$ cat src/rtl/xrl_pkg.sv
package xrl_pkg;

   typedef enum logic [3:0] {
      OP_INV  = 4'd0,
      OP_AND  = 4'd1,
      OP_OR   = 4'd2,
      OP_XOR  = 4'd3,
      OP_XNOR = 4'd4,
      OP_SEL  = 4'd5,
      OP_RAND = 4'd6,
      OP_ROR  = 4'd7,
      OP_RXOR = 4'd8,
      OP_LNOT = 4'd9,
      OP_EQ   = 4'd10,
      OP_NE   = 4'd11
   } xrl_op_e;

   localparam int unsigned OP_BITS = 4;

   // true for operations whose answer is a single bit
   function automatic logic op_is_scalar(input logic [OP_BITS-1:0] code);
      return (code >= OP_RAND) && (code <= OP_NE);
   endfunction

   // true for per-bit operations
   function automatic logic op_is_bitwise(input logic [OP_BITS-1:0] code);
      return code <= OP_SEL;
   endfunction

endpackage

$ cat src/rtl/xrl_rail_enc.sv
module xrl_rail_enc #(
   parameter int unsigned W = 8
) (
   input  logic [W-1:0] val_d,
   input  logic [W-1:0] val_x,
   output logic [W-1:0] r0,
   output logic [W-1:0] r1,
   output logic [W-1:0] rx
);

   if (W < 1) begin : g_bad_width
      $error("xrl_rail_enc: W must be at least 1");
   end

   for (genvar i = 0; i < W; i++) begin : g_bit
      // a masked value bit is discarded here, before any rail logic
      assign r1[i] = val_d[i] & ~val_x[i];
      assign r0[i] = ~val_d[i] & ~val_x[i];
      assign rx[i] = val_x[i];

      always_comb begin

         mask_drop_chk: assert (!(val_x[i] && (r0[i] || r1[i])));
      end
   end

endmodule

$ cat src/rtl/xrl_bitwise.sv
module xrl_bitwise
   import xrl_pkg::*;
#(
   parameter int unsigned W = 8
) (
   input  logic [OP_BITS-1:0] op,
   input  logic [W-1:0]       a0,
   input  logic [W-1:0]       a1,
   input  logic [W-1:0]       ax,
   input  logic [W-1:0]       b0,
   input  logic [W-1:0]       b1,
   input  logic [W-1:0]       bx,
   input  logic [W-1:0]       s0,
   input  logic [W-1:0]       s1,
   output logic [W-1:0]       y0,
   output logic [W-1:0]       y1,
   output logic [W-1:0]       yx
);

   // shared dominance terms
   logic [W-1:0] and_zero, and_one;
   logic [W-1:0] or_zero, or_one;
   logic [W-1:0] any_x, par1;
   logic [W-1:0] sel_one, sel_zero;

   always_comb begin
      and_zero = a0 | b0;
      and_one  = a1 & b1;
      or_one   = a1 | b1;
      or_zero  = a0 & b0;
      any_x    = ax | bx;
      par1     = a1 ^ b1;
      sel_one  = (a1 | s1) & (b1 | s0);
      sel_zero = (a0 | s1) & (b0 | s0);
   end

   always_comb begin
      y0 = '0;
      y1 = '0;
      yx = '1;
      unique case (op)
         OP_INV: begin
            y0 = a1;
            y1 = a0;
            yx = ax;
         end
         OP_AND: begin
            y0 = and_zero;
            y1 = and_one;
            yx = ~(and_zero | and_one);
         end
         OP_OR: begin
            y0 = or_zero;
            y1 = or_one;
            yx = ~(or_zero | or_one);
         end
         OP_XOR: begin
            yx = any_x;
            y1 = par1 & ~any_x;
            y0 = ~(y1 | any_x);
         end
         OP_XNOR: begin
            yx = any_x;
            y0 = par1 & ~any_x;
            y1 = ~(y0 | any_x);
         end
         OP_SEL: begin
            y0 = sel_zero;
            y1 = sel_one;
            yx = ~(sel_zero | sel_one);
         end
         default: begin
            y0 = '0;
            y1 = '0;
            yx = '1;
         end
      endcase
   end

   for (genvar i = 0; i < W; i++) begin : g_chk
      always_comb begin
         if (op == OP_AND && (a0[i] || b0[i])) begin

            and_mask_chk: assert (y0[i] && !yx[i]);
         end
         if (op == OP_OR && (a1[i] || b1[i])) begin

            or_mask_chk: assert (y1[i] && !yx[i]);
         end
         if ((op == OP_XOR || op == OP_XNOR) && (ax[i] || bx[i])) begin

            xor_unknown_chk: assert (yx[i]);
         end
         if (op_is_bitwise(op)) begin

            bit_onehot_chk: assert ($onehot({y0[i], y1[i], yx[i]}));
         end
      end
   end

endmodule

$ cat src/rtl/xrl_scalar.sv
module xrl_scalar
   import xrl_pkg::*;
#(
   parameter int unsigned W = 8
) (
   input  logic [OP_BITS-1:0] op,
   input  logic [W-1:0]       a0,
   input  logic [W-1:0]       a1,
   input  logic [W-1:0]       ax,
   input  logic [W-1:0]       b1,
   input  logic [W-1:0]       bx,
   output logic               z0,
   output logic               z1,
   output logic               zx
);

   logic any0, any1, all0, all1, anyx, parity;
   logic [W-1:0] pos_x, pos_diff;
   logic diff_known, cmp_x;

   always_comb begin
      any0   = |a0;
      any1   = |a1;
      all0   = &a0;
      all1   = &a1;
      anyx   = |ax;
      parity = ^a1;
      pos_x    = ax | bx;
      pos_diff = (a1 ^ b1) & ~pos_x;
      diff_known = |pos_diff;
      cmp_x      = (|pos_x) & ~diff_known;
   end

   always_comb begin
      z0 = 1'b0;
      z1 = 1'b0;
      zx = 1'b1;
      unique case (op)
         OP_RAND: begin
            z0 = any0;
            z1 = all1;
            zx = ~(any0 | all1);
         end
         OP_ROR: begin
            z1 = any1;
            z0 = all0;
            zx = ~(any1 | all0);
         end
         OP_RXOR: begin
            zx = anyx;
            z1 = parity & ~anyx;
            z0 = ~parity & ~anyx;
         end
         OP_LNOT: begin
            z0 = any1;
            z1 = all0;
            zx = ~(any1 | all0);
         end
         OP_EQ: begin
            z0 = diff_known;
            zx = cmp_x;
            z1 = ~(diff_known | cmp_x);
         end
         OP_NE: begin
            z1 = diff_known;
            zx = cmp_x;
            z0 = ~(diff_known | cmp_x);
         end
         default: begin
            z0 = 1'b0;
            z1 = 1'b0;
            zx = 1'b1;
         end
      endcase
   end

   always_comb begin
      if (op == OP_EQ && |((a1 ^ b1) & ~(ax | bx))) begin

         eq_known_diff_chk: assert (z0 && !zx);
      end
      if (op == OP_RXOR && |ax) begin

         rxor_unknown_chk: assert (zx);
      end
      if (op_is_scalar(op)) begin

         scalar_onehot_chk: assert ($onehot({z0, z1, zx}));
      end
   end

endmodule

$ cat src/rtl/xrl_rail_dec.sv
module xrl_rail_dec #(
   parameter int unsigned W = 8
) (
   input  logic [W-1:0] r1,
   input  logic [W-1:0] rx,
   output logic [W-1:0] val_d,
   output logic [W-1:0] val_x
);

   for (genvar i = 0; i < W; i++) begin : g_bit
      assign val_d[i] = r1[i];
      assign val_x[i] = rx[i];
   end

   always_comb begin

      out_clean_chk: assert ((val_d & val_x) == '0);
   end

endmodule

$ cat src/rtl/xrail_logic_unit.sv
module xrail_logic_unit
   import xrl_pkg::*;
#(
   parameter int unsigned W = 8
) (
   input  logic [3:0]   op,
   input  logic [W-1:0] a_d,
   input  logic [W-1:0] a_x,
   input  logic [W-1:0] b_d,
   input  logic [W-1:0] b_x,
   input  logic [W-1:0] s_d,
   input  logic [W-1:0] s_x,
   output logic [W-1:0] y_d,
   output logic [W-1:0] y_x
);

   localparam int unsigned UPPER = (W > 1) ? W - 1 : 1;

   if (W < 1) begin : g_bad_width
      $error("xrail_logic_unit: W must be at least 1");
   end

   logic [W-1:0] a0, a1, ax, b0, b1, bx, s0, s1, sx;
   logic [W-1:0] bw0, bw1, bwx;
   logic         sc0, sc1, scx;
   logic [W-1:0] r0, r1, rx;

   xrl_rail_enc #(.W(W)) u_enc_a (.val_d(a_d), .val_x(a_x), .r0(a0), .r1(a1), .rx(ax));
   xrl_rail_enc #(.W(W)) u_enc_b (.val_d(b_d), .val_x(b_x), .r0(b0), .r1(b1), .rx(bx));
   xrl_rail_enc #(.W(W)) u_enc_s (.val_d(s_d), .val_x(s_x), .r0(s0), .r1(s1), .rx(sx));

   xrl_bitwise #(.W(W)) u_bitwise (
      .op(op),
      .a0(a0), .a1(a1), .ax(ax),
      .b0(b0), .b1(b1), .bx(bx),
      .s0(s0), .s1(s1),
      .y0(bw0), .y1(bw1), .yx(bwx)
   );

   xrl_scalar #(.W(W)) u_scalar (
      .op(op),
      .a0(a0), .a1(a1), .ax(ax),
      .b1(b1), .bx(bx),
      .z0(sc0), .z1(sc1), .zx(scx)
   );

   // result steering: per-bit path, single-bit path, or all unknown
   always_comb begin
      r0 = '0;
      r1 = '0;
      rx = '1;
      if (op_is_bitwise(op)) begin
         r0 = bw0;
         r1 = bw1;
         rx = bwx;
      end else if (op_is_scalar(op)) begin
         r0 = '1;
         r1 = '0;
         rx = '0;
         r0[0] = sc0;
         r1[0] = sc1;
         rx[0] = scx;
      end
   end

   xrl_rail_dec #(.W(W)) u_dec (.r1(r1), .rx(rx), .val_d(y_d), .val_x(y_x));

   // select rail unknown leg only feeds the checks below
   logic sel_x_seen;
   assign sel_x_seen = |sx;

   always_comb begin
      if (op_is_scalar(op) && W > 1) begin

         scalar_upper_chk: assert ((y_d >> 1) == '0 && (y_x >> 1) == '0);
      end
      if (op > OP_NE) begin

         unused_op_chk: assert (y_x == '1 && y_d == '0);
      end
      if (op == OP_SEL && !sel_x_seen) begin

         sel_known_chk: assert (y_x == (a_x & ~s_d | b_x & s_d));
      end
      if (op == OP_INV) begin

         inv_mask_chk: assert (y_x == a_x);
      end
   end

   logic [UPPER-1:0] unused_upper;
   assign unused_upper = '0;

endmodule

$ cat config.mk
export PLATFORM = sky130hd
export DESIGN_NAME = xrail_logic_unit
export DESIGN_NICKNAME = d
export VERILOG_FILES = /design/src/rtl/xrl_pkg.sv /design/src/rtl/xrl_rail_enc.sv /design/src/rtl/xrl_bitwise.sv /design/src/rtl/xrl_scalar.sv /design/src/rtl/xrl_rail_dec.sv /design/src/rtl/xrail_logic_unit.sv
export SDC_FILE = /design/constraint.sdc
export NUM_CORES = 1
export LEC_CHECK = 0
export BUFFER_PORTS_ARGS = -buffer_cell sky130_fd_sc_hd__buf_2
export CAP_MARGIN = 20
export CORE_ASPECT_RATIO = 1.4
export CORE_UTILIZATION = 45
export DETAILED_ROUTE_END_ITERATION = 8
export GPL_TIMING_DRIVEN = 0
export PLACE_DENSITY = 0.8
export SLEW_MARGIN = 5
export SYNTH_ARGS = -nofsm -noshare
export SYNTH_HDL_FRONTEND = slang
export SYNTH_SLANG_ARGS = --single-unit
$ cat constraint.sdc
create_clock -name vclk -period 2.5
set_input_delay 0 -clock vclk [all_inputs]
set_output_delay 0 -clock vclk [all_outputs]
set_load 0.02 [all_outputs]
-- After elaboration in Yosys (flattened, before gate mapping)
Index checks and enable logic that the tools add are counted.
- $lt $le $gt $ge: 3
- eq/ne operators: 11
- muxes and demuxes: 8
- bitwise logic cells: 128
- reduce and logical (&&, ||, !) cells: 13
- operators with widths (cell ; number):
    $or A8 B8 Y8 ; 11
    $not A1 Y1 ; 53
    $and A1 B1 Y1 ; 50
    $pmux W8 S6 ; 1
    $and A8 B8 Y8 ; 5
    $not A8 Y8 ; 5
    $pmux W8 S5 ; 1
    $reduce_or A8 Y1 ; 5
    $mux W8 ; 3
    $eq A4 B3 Y1 const B ; 4
    $eq A4 B4 Y1 const B ; 4
    $reduce_and A8 Y1 ; 2
    $eq A4 B2 Y1 const B ; 2
    $reduce_xor A8 Y1 ; 1
    $xor A8 B8 Y8 ; 1
    $pmux W1 S6 ; 1
    $reduce_or A2 Y1 ; 3
    $eq A4 B1 Y1 const B ; 1
    $ge A4 B3 Y1 const B ; 1
    $le A4 B3 Y1 const B ; 1
    $le A4 B4 Y1 const B ; 1
    $logic_not A4 Y1 ; 1
    $pmux W1 S4 ; 1
    $or A1 B1 Y1 ; 3
    other kinds (2) ; 2
- register bits after elaboration: 0
- input bits: 52
- output and inout port bits: 16
- word-level logic and storage cells: 163

-- Depth between registers and ports, before layout
- depth in word-level cells: 12
- mapped depth: 9
- mapped depth without buffers: 8

-- Cells and area by module
A second synthesis with hierarchy kept.
- cells, all modules: 472
- area total of the unflattened synthesis: 3349.5 µm²
- modules (own cells, without submodules) (module ; instances ; cells an instance ; area an instance (µm²) ; sequential area each (µm²)):
    xrl_bitwise ; 1 ; 268 ; 1741.7 ; 0.0
    xrl_rail_enc ; 3 ; 24 ; 200.2 ; 0.0
    xrl_scalar ; 1 ; 81 ; 590.6 ; 0.0
    xrail_logic_unit ; 1 ; 35 ; 296.5 ; 0.0
    xrl_rail_dec ; 1 ; 16 ; 120.1 ; 0.0

-- Worst setup path before layout
No wires, ideal clock.
- path type: input-to-output
- from: input port a_x[6]
- to: output port y_x[0]
- data arrival time: 2.070 ns
- data required time: 2.500 ns
- setup slack: 0.430 ns
- stages: 9
- path buffers: 1
- cells stage by stage: buf_2 nor2b_1 inv_1 ha_1 nor3b_1 a2111oi_2 nand3_1 or3b_1 a32oi_1
- word-level cells in the longest chain between the ends: 10
- elaborated cells on any way between the ends: 23
- classes of those cells: 3 x mux; 13 x bitwise; 7 x reduce/logical
- ends and longest elaborated chain (element ; RTL line ; RTL):
    from (decl) ; xrail_logic_unit.sv:8 ; input logic [W-1:0] a_x,
    $not A1 Y1 ; xrl_rail_enc.sv:17, xrl_rail_enc.sv:18 ;
    $and A1 B1 Y1 ; xrl_rail_enc.sv:17 ; assign r1[i] = val_d[i] & ~val_x[i];
    $xor A8 B8 Y8 ; xrl_scalar.sv:29 ; pos_diff = (a1 ^ b1) & ~pos_x;
    $and A8 B8 Y8 ; -- ;
    $reduce_or A8 Y1 ; -- ;
    $not A1 Y1 ; xrl_scalar.sv:31 ; cmp_x = (|pos_x) & ~diff_known;
    $and A1 B1 Y1 ; xrl_scalar.sv:31 ;
    $pmux W1 S4 * ; xrl_scalar.sv:38 ; unique case (op)
    $mux W8 * ; xrail_logic_unit.sv:56 ; end else if (op_is_scalar(op)) begin
    $mux W8 * ; xrail_logic_unit.sv:52 ; if (op_is_bitwise(op)) begin
    to (decl) ; xrail_logic_unit.sv:14 ; output logic [W-1:0] y_x
Mark *: on every way between the ends. The rest lies on a longest branch, timed or not.

-- Worst setup path in the final report
Same ends and word-level chain as after synthesis.

==> metrics.md <==
| Metric | Value |
|---|---|
| Hold Crit Class | `in2out` |
| CP max FO | `10` |
| Port buffer count | `61` |
| Critical Path RT | `between 2 and 3 ns` |
| FF+latch area | `0 µm²` |
| Final wirelength | `7118 µm` |
| Max-slew violation count | `0` |
| Hold Path Origin | `s_x[1]` |
| Hold endpoint | `y_x[1]` |
| WL met2 | `3544 µm` |
| PD cells | `169.7 nW/µm²` |
| # Post-CTS Setup Buffers | `0` |
| Synth area leaders | `ha_1 (15%), mux2i_1 (7.4%), o211ai_1 (7.4%)` |
| Status | `completed` |
| First-pass GRT wire length | `11,200 µm` |
| Starting Density | `0.4731` |
| Vias per inst | `around 6.4` |
| Vias in the first global route | `2,487` |
| DR iter-0 viols | `182` |
| Largest net degree at the start of global routing | `11` |
| Count leader, synth | `nor2_1` |
| DR top layer | `met4` |
| Die W | `58.65 µm` |
| Hpwl dp | `roughly 5600 µm` |
| Fin crit share | `0.9315` |
| Die area | `4769 µm²` |
| Number of setup violations in the final report | `0` |
| M1 WL | `2865 µm` |
| FILL cells | `463` |
| Setup CP Type | `in2out` |
| Worst slew pin tran | `between 1 and 1.5 ns` |
| Die Height | `around 80 µm` |
| DR DRC count | `0` |
| Mapped Cells | `309` |
| Yosys top cell area share | `0.1485` |
| Vias | `2,734` |
| Fin. Hold Viols | `0` |
| Endpoint class of the critical path | `output port` |
| RSZ-0062 raised after global routing | `false` |
| Num sequential | `0` |
| Synth-to-Final Area Change | `18.94%` |
| Worst endpoint data arrival time | `2.33 ns` |
| Relative slew slack | `0.3258` |
| Fraction of layout cells with a size suffix above 1 | `0.2189` |
| Netlist cell types | `47` |
| Fmax | `429.4 MHz` |
| Synth warn | `0` |
| Synth Net Count | `385` |
| Final nets | `448` |
| Gr usage total | `0.2958` |
| Min Tclk post-route | `2.329 ns` |
| Number of antenna violations at the first check in global routing | `0` |
| Drt first pass iters | `5` |
| Area after DPL | `2402 µm²` |
| Post-synth top cells | `nor2_1 (29), ha_1 (24), nand2_1 (22)` |
| Cell area after layout | `~2400 µm²` |
| # Max-Cap Violations | `0` |
| Antenna cells | `0` |
| Met3 WL | `between 400 and 500 µm` |
| Hold_buf cts | `0` |
| Number of routed nets with antenna violations | `0` |
| Remaining Overflow, GRT | `0` |
| Core area | `~4300 µm²` |
| Final TNS setup | `0 ns` |
| Lkg Pwr | `1.047 nW` |
| Clock buffer cells | `0` |
| Multi-input logic area | `1862 µm²` |
| RePlAce Congestion | `1.021` |
| # rows | `28` |
| VDD IR max | `74.77 µV` |
| Startpoint Class | `input port` |
| WHS Path Cells | `4` |
| # IOs | `68` |
| Cell accounting for the most synthesized area | `ha_1` |
| DR WL/cell | `16.55 µm` |
| Mapped Avg Cell Area | `6.543 µm²` |
| Seq/Total Area, Yosys | `0` |
| Synth Cell Area | `slightly above 2000 µm²` |
[worst max-delay path, cell delays in order]
cell and delay [ns]:
buf_2 0.16, nor2b_2 0.21, inv_1 0.11, ha_1 0.32
nor3b_1 0.16, a2111oi_2 0.40, nand3_1 0.21, or3b_1 0.42
a32oi_1 0.15, buf_2 0.19
[power by group]
group	internal (W)	switching, W	leakage, nW
logic	0.000161	0.000247	1.05
registers	0	0	0
clock network	0	0	0
[placed cells by master, fill, tap and decap left out, types with 2 or more instances in the layout]
cell type / n
nor2_1: 29
clkbuf_1: 6
a221oi_1: 6
a22oi_1: 16
nor4_1: 15
nor2b_1: 9
mux2i_1: 15
a21oi_1: 15
nor3b_1: 4
and2_1: 3
nand4_1: 3
o21ai_0: 11
o211ai_1: 20
xnor2_1: 3
inv_1: 18
nor4b_1: 2
ha_1: 24
or2_2: 3
a32oi_1: 3
nor3_1: 14
nand2_1: 22
a21o_1: 8
buf_2: 71
nor2_2: 2
o22ai_1: 9
and2b_1: 2
nand3_1: 8
nand2b_1: 9
[metal layers]
metal / track usage / vias up
li1: - / 1305
met1: 0.3553 / 1253
met2: 0.5299 / 147
met3: 0.01911 / 29
met4: 0.1333 / 0
met5: 0 / -
[cell families after synthesis]
logic type / share of synthesized area
AND/OR/NAND/NOR: 0.3490
AO/OA/AOI/OAI: 0.3348
buffers and inverters: 0.08044
adder cells (fa/ha/maj): 0.1485
multiplexers: 0.07426
XOR/XNOR: 0.01300
[what timing repair did]
item | in CTS | in global routing
endpoints found under the setup margin | 0 | 1
resized for setup | 0 | 1
hold endpoints to repair | 0 | 0
[per-stage QoR]
stage | instances | hold slack, ns | util | worst slack, ns | total power, W
floorplan | 309 | 0.3039 | - | 0.4300 | 0.0002610
global placement | 430 | 0.4823 | 0.5621 | 0.1024 | 0.0003939
detailed placement | 430 | 0.4935 | 0.5621 | 0.1034 | 0.0003985
CTS | 430 | 0.4934 | 0.5621 | 0.09776 | 0.0004006
global route | 430 | 0.5107 | 0.5626 | 0.1238 | 0.0004422
finish | 430 | 0.4916 | 0.5626 | 0.1712 | 0.0004081
[worst max-delay path by stage]
stage                       from      to  slack (ns)
after floorplan           a_x[6]  y_x[0]        0.43
after global placement    a_x[6]  y_x[0]        0.10
after detailed placement  a_x[6]  y_x[0]        0.10
after CTS                 a_x[6]  y_x[0]         0.1
after global routing      a_x[6]  y_x[0]        0.12
final                     a_x[6]  y_x[0]        0.17
[area by class of cell]
type,count,share of cell area
Multi-Input combinational cell,272,0.7742
Timing Repair Buffer,61,0.1270
Buffer,19,0.03954
Tap cell,60,0.03122
Inverter,18,0.02810
Power figures use the tool's default switching activity.
